**config.mk**
```make
export PLATFORM = sky130hd
export DESIGN_NAME = xcap_regbank
export DESIGN_NICKNAME = d
export VERILOG_FILES = /design/src/rtl/xcap_pkg.sv /design/src/rtl/xcap_fifo.sv /design/src/rtl/xcap_ctrl_regs.sv /design/src/rtl/xcap_regbank.sv
export SDC_FILE = /design/constraint.sdc
export NUM_CORES = 1
export LEC_CHECK = 0
export BUFFER_PORTS_ARGS = -buffer_cell sky130_fd_sc_hd__buf_2
export CAP_MARGIN = 10
export CORE_MARGIN = 2
export CORE_UTILIZATION = 40
export CTS_BUF_LIST = sky130_fd_sc_hd__clkbuf_4 sky130_fd_sc_hd__clkbuf_8
export CTS_CLUSTER_DIAMETER = 60
export DETAILED_ROUTE_END_ITERATION = 7
export HOLD_SLACK_MARGIN = 0.15
export PLACE_DENSITY = 0.57
export RECOVER_POWER = 50
export SLEW_MARGIN = 20
export SYNTH_ARGS = -nofsm -noshare
export SYNTH_HDL_FRONTEND = slang
export SYNTH_SLANG_ARGS = --single-unit
```
**constraint.sdc**
```tcl
create_clock -name clk -period 2.56 [get_ports clk]
set_input_delay 0.384 -clock clk [delete_from_list [all_inputs] [get_ports clk]]
set_output_delay 0.384 -clock clk [all_outputs]
set_load 0.1 [all_outputs]
```
**src/rtl/xcap_pkg.sv**
```systemverilog
package xcap_pkg;

    typedef enum logic [2:0] {
        MODE_COMPAT  = 3'd0,
        MODE_BYTE    = 3'd1,
        MODE_PPFIFO  = 3'd2,
        MODE_ECPFIFO = 3'd3,
        MODE_EPP     = 3'd4,
        MODE_RSVD    = 3'd5,
        MODE_TEST    = 3'd6,
        MODE_CONFIG  = 3'd7
    } xcap_mode_e;

    localparam int OFS_DATA = 0;
    localparam int OFS_CFGB = 1;
    localparam int OFS_ECR  = 2;

    localparam logic [1:0] FLAGS_SOME  = 2'b00;
    localparam logic [1:0] FLAGS_EMPTY = 2'b01;
    localparam logic [1:0] FLAGS_FULL  = 2'b10;

endpackage

```
**src/rtl/xcap_fifo.sv**
```systemverilog
module xcap_fifo #(
    parameter int DW         = 8,
    parameter int FIFO_DEPTH = 2
) (
    input  logic          clk,
    input  logic          rst_n,
    input  logic          push,
    input  logic          pop,
    input  logic          flush,
    input  logic [DW-1:0] wdata,
    output logic [DW-1:0] head,
    output logic          empty,
    output logic          full
);
    localparam int PTR_W = (FIFO_DEPTH > 1) ? $clog2(FIFO_DEPTH) : 1;
    localparam int CNT_W = $clog2(FIFO_DEPTH + 1);
    localparam logic [PTR_W-1:0] LAST_PTR = PTR_W'(FIFO_DEPTH - 1);
    localparam logic [CNT_W-1:0] FULL_CNT = CNT_W'(FIFO_DEPTH);

    typedef struct packed {
        logic [FIFO_DEPTH-1:0][DW-1:0] mem;
        logic [PTR_W-1:0]              wp;
        logic [PTR_W-1:0]              rp;
        logic [CNT_W-1:0]              cnt;
    } fifo_state_t;

    fifo_state_t s_d, s_q;
    logic        push_ok, pop_ok;

    always_comb begin
        s_d     = s_q;
        empty   = (s_q.cnt == '0);
        full    = (s_q.cnt == FULL_CNT);
        head    = s_q.mem[s_q.rp];
        push_ok = push && !full;
        pop_ok  = pop && !empty;
        if (flush) begin
            s_d.wp  = '0;
            s_d.rp  = '0;
            s_d.cnt = '0;
        end else begin
            if (push_ok) begin
                s_d.mem[s_q.wp] = wdata;
                s_d.wp = (s_q.wp == LAST_PTR) ? '0 : s_q.wp + PTR_W'(1);
            end
            if (pop_ok) begin
                s_d.rp = (s_q.rp == LAST_PTR) ? '0 : s_q.rp + PTR_W'(1);
            end
            s_d.cnt = s_q.cnt + CNT_W'(push_ok) - CNT_W'(pop_ok);
        end
    end

    always_ff @(posedge clk or negedge rst_n) begin
        if (!rst_n) s_q <= '0;
        else        s_q <= s_d;
    end

endmodule

```
**src/rtl/xcap_ctrl_regs.sv**
```systemverilog
module xcap_ctrl_regs
    import xcap_pkg::*;
#(
    parameter int DW     = 8,
    parameter int ADDR_W = 3
) (
    input  logic              clk,
    input  logic              rst_n,
    input  logic              wr_en,
    input  logic [ADDR_W-1:0] addr,
    input  logic [DW-1:0]     wdata,
    output xcap_mode_e        mode,
    output logic [DW-1:0]     cfgb,
    output logic [DW-1:0]     hold,
    output logic              mode_change
);
    typedef struct packed {
        xcap_mode_e    mode;
        logic [DW-1:0] cfgb;
        logic [DW-1:0] hold;
    } ctrl_state_t;

    ctrl_state_t s_d, s_q;
    logic [2:0]  new_mode;

    always_comb begin
        s_d         = s_q;
        new_mode    = wdata[DW-1 -: 3];
        mode_change = 1'b0;
        if (wr_en) begin
            if (addr == ADDR_W'(OFS_ECR)) begin
                mode_change = (new_mode != s_q.mode);
                s_d.mode    = xcap_mode_e'(new_mode);
            end else if (addr == ADDR_W'(OFS_CFGB)) begin
                s_d.cfgb = wdata;
            end else if (addr == ADDR_W'(OFS_DATA) && s_q.mode != MODE_TEST) begin
                s_d.hold = wdata;
            end
        end
        mode = s_q.mode;
        cfgb = s_q.cfgb;
        hold = s_q.hold;
    end

    always_ff @(posedge clk or negedge rst_n) begin
        if (!rst_n) s_q <= '{mode: MODE_COMPAT, cfgb: '0, hold: '0};
        else        s_q <= s_d;
    end

endmodule

```
**src/rtl/xcap_regbank.sv**
```systemverilog
module xcap_regbank
    import xcap_pkg::*;
#(
    parameter int DW         = 8,
    parameter int ADDR_W     = 3,
    parameter int FIFO_DEPTH = 2
) (
    input  logic              clk,
    input  logic              rst_n,
    input  logic              wr_en,
    input  logic              rd_en,
    input  logic [ADDR_W-1:0] addr,
    input  logic [DW-1:0]     wdata,
    output logic [DW-1:0]     rdata
);
    localparam int PAD_W = DW - 5;

    xcap_mode_e    mode;
    logic [DW-1:0] cfgb, hold, fifo_head;
    logic          mode_change, fifo_empty, fifo_full;
    logic          test_mode, at_data, fifo_push, fifo_pop;
    logic [1:0]    flags;

    assign test_mode = (mode == MODE_TEST);
    assign at_data   = (addr == ADDR_W'(OFS_DATA));
    assign fifo_push = wr_en && at_data && test_mode;
    assign fifo_pop  = rd_en && at_data && test_mode;

    xcap_ctrl_regs #(.DW(DW), .ADDR_W(ADDR_W)) u_regs (
        .clk         (clk),
        .rst_n       (rst_n),
        .wr_en       (wr_en),
        .addr        (addr),
        .wdata       (wdata),
        .mode        (mode),
        .cfgb        (cfgb),
        .hold        (hold),
        .mode_change (mode_change)
    );

    xcap_fifo #(.DW(DW), .FIFO_DEPTH(FIFO_DEPTH)) u_fifo (
        .clk   (clk),
        .rst_n (rst_n),
        .push  (fifo_push),
        .pop   (fifo_pop),
        .flush (mode_change),
        .wdata (wdata),
        .head  (fifo_head),
        .empty (fifo_empty),
        .full  (fifo_full)
    );

    always_comb begin
        if (fifo_empty)     flags = FLAGS_EMPTY;
        else if (fifo_full) flags = FLAGS_FULL;
        else                flags = FLAGS_SOME;
        rdata = '1;
        case (addr)
            ADDR_W'(OFS_DATA): rdata = test_mode ? fifo_head : hold;
            ADDR_W'(OFS_CFGB): rdata = cfgb;
            ADDR_W'(OFS_ECR):  rdata = {mode, {PAD_W{1'b0}}, flags};
            default:           rdata = '1;
        endcase
    end

endmodule

```
==> results.md <==
- N_diodes: 0
- DP HPWL: between 3000 and 4000 um
- GRT Util Overall: 0.185
- Vias in the first global route: approximately 1400
- Core box area: about 4700 um^2
- Clock Sinks: 39
- Register area share after synthesis: 0.500
- Deepest clock path buffer count: 2
- First-pass GRT wire length: roughly 7300 um
- Synth Warn #: 0
- Largest net degree at the start of global routing: 40
- Die Height: around 74 um
- Post-Route Skew: about 0.0026 ns
- Top post-synthesis cells by count: dfrtp_1 (39), mux2_2 (38), nor2_1 (9)
- CP max FO: 15
- WL final: 4510 um
- Root buffer cell: clkbuf_8
- Die ar.: around 5500 um^2
- Ports: 23
- Pwr Total: between 1.5 and 2 mW
- Port buffer count: 22
- Storage element area: 976 um^2
- Synth cell types: 33
- Failing checks: max-capacitance violations, max-slew violations
- Initial DRC Count: 76
- Final-stage net count: 200
- Cells after DPL: around 240
- Layout cells sized above 1: 0.424
- WL per Instance: 18.0 um
- Flops & latches, synth: 39
- Grt ovf: 0
- Via-to-Cell Ratio: between 5 and 6
- Final Slew Violations: 40
- CTS resizes: 0
- CTS tree: done
- Crit path DAT: about 2.1 ns
- Critical path startpoint category: register
- Worst EP required: approximately 2.2 ns
- Via Count: between 1000 and 1500
- Max-Cap Viols: 1
- # fillers: ~430
- CTS Buf Count: 5
- Die Wd: 73.9 um
- Setup violation total in the final timing report: 0
- Most frequent cell after synthesis: dfrtp_1
- HP Class: input pin to register
- Clock slew at reported path FFs: 0.07 ns
- Worst Max-Slew Pin Slew: approximately 2.2 ns
- Post-route DRC: 0
- Count of final hold-check violations: 0
- Most used DFF post-synth: dfrtp_1
- Part of the cycle the worst path needs: 0.956
- Mapped Area: 1950 um^2
- CP Class: register to primary output
- Initial Utilization: 0.413
- Minimum clock period after layout: between 2 and 2.5 ns
- Post-synth top area share: 0.500
- Avg Inst Size Synth: 12.4 um^2
- Post-synth EDFFs: 0
- Top cells by area, synth: dfrtp_1 (50%), mux2_2 (22%), nor2b_1 (2.2%), o311ai_0 (2.2%), a211oi_1 (1.9%)
- FFs w/ async S/R, synth: 1.00
- GPL Wtd Cong: around 0.82
- Post-CTS Setup Repair Bufs: 0
- H-tree Lvls: 2
- RSZ-0062 raised after global routing: false
- Post-Syn Instances: 157
- Post-DRT Antenna Nets: 0
- PwrDens: ~730 nW/um^2
- Drt pass-1 iters: 4
- Status: complete, but fails checks
- # rows: 25
- # hold bufs at CTS: 0
- Initial antenna violation count: 0
- Finished Layout Cells: 251
- Worst setup EP type: primary output
- FMAX: a little over 400 MHz
- Layout area overhead: 23.5%
- Max VDD drop: ~0.4 mV
- Leakage power: 1.07 nW
- Rel. slew slack: -0.444
- Area of the multi-input gates: 971 um^2
- Dominant cell type by area after synthesis: dfrtp_1
- Skew-Pair Late Insertion Delay: 0.28 ns
- Synth Net Count: 174
==> registers in the layout, summed over array words and instances (netlist names) <==
register     count
u_regs.cfgb      8
u_regs.hold      8
u_regs.mode      3
u_fifo.s_q      20
==> critical path, stage by stage, from the launching register on <==
cell and delay (ns):
dfrtp_1 0.73, mux2_2 0.41, mux2i_1 0.18, o221ai_1 0.21, buf_12 0.24
==> layout make-up <==
class,count,area share
repair buffers,27,0.110
flip-flops and latches,39,0.405
inverters,3,0.00467
well taps,67,0.0348
multi-input cells,107,0.403
clock buffers,8,0.0431
==> per-layer routing <==
layer | up-vias | part of all wire | wire length (um) | global-route usage
met3 | 5 | 0.039 | 175 | 0.0316
li1 | 639 | - | - | -
met1 | 704 | 0.46 | 2060 | 0.253
met4 | 0 | 0.013 | 59 | 0.0808
met5 | - | 0 | 0 | 0
met2 | 26 | 0.49 | 2220 | 0.287
==> layout by cell type, fill, tap and decap left out, types with 2 or more instances in the layout <==
master,netlist,layout
nor2b_1,7,7
o311ai_2,0,5
xor2_1,4,4
nor3_1,3,3
o31ai_1,2,2
clkbuf_8,0,7
dfrtp_1,39,39
a21oi_1,4,4
and3b_1,2,2
clkbuf_1,7,2
nor2_1,9,9
buf_12,0,8
buf_2,0,12
mux2i_1,3,3
a211oi_1,5,5
o221ai_1,3,3
o21ai_0,4,4
inv_1,3,3
buf_4,0,5
o22ai_1,2,2
mux2_2,38,38
ha_1,2,2
==> final timing paths <==
check	slack, ns	end	cells after the start	startpoint
min	0.37	u_regs.cfgb[1]$_DFFE_PN0P_	2	wdata[1]
max in group asynchronous	0.60	u_fifo.s_q[11]$_DFFE_PN0P_	1	rst_n
min in group asynchronous	0.73	u_fifo.s_q[1]$_DFF_PN0_	1	rst_n
max	0.11	rdata[5]	4	u_fifo.s_q[2]$_DFFE_PN0P_
min reg2reg	0.50	u_regs.cfgb[2]$_DFFE_PN0P_	1	u_regs.cfgb[2]$_DFFE_PN0P_
max reg2reg	0.44	u_fifo.s_q[1]$_DFF_PN0_	8	u_regs.mode[0]$_DFFE_PN0P_
==> logic make-up (layout without fill, tap and decap cells) <==
kind of cell,after synthesis,after routing,share of synthesized area
AOI/OAI and AO/OA,27,27,0.0981
xor gates and xnor gates,4,4,0.0179
adders and majority gates,2,2,0.0128
buffers and inverters,11,38,0.0218
DFF,39,39,0.500
muxes,41,41,0.235
and+or+nand+nor,33,33,0.115
==> through the flow <==
stage	setup TNS (ns)	instance area (um^2)	setup slack, ns	util	hold WS (ns)
finish	0	2410	0.112	0.510	0.372
detailed placement	0	2320	0.243	0.490	0.492
floorplan	-3.32	1990	-0.482	-	0.0884
global placement	0	2320	0.348	0.490	0.482
global route	0	2410	0.0269	0.510	0.363
CTS	0	2420	0.0967	0.512	0.250
==> where the power goes <==
part,total [mW],internal (mW),switching (mW)
clock,0.458,0.256,0.201
combinational,0.491,0.220,0.271
sequential,0.812,0.730,0.0818
total,1.76,1.21,0.554
Note: power is estimated with default switching activity, not from simulation.
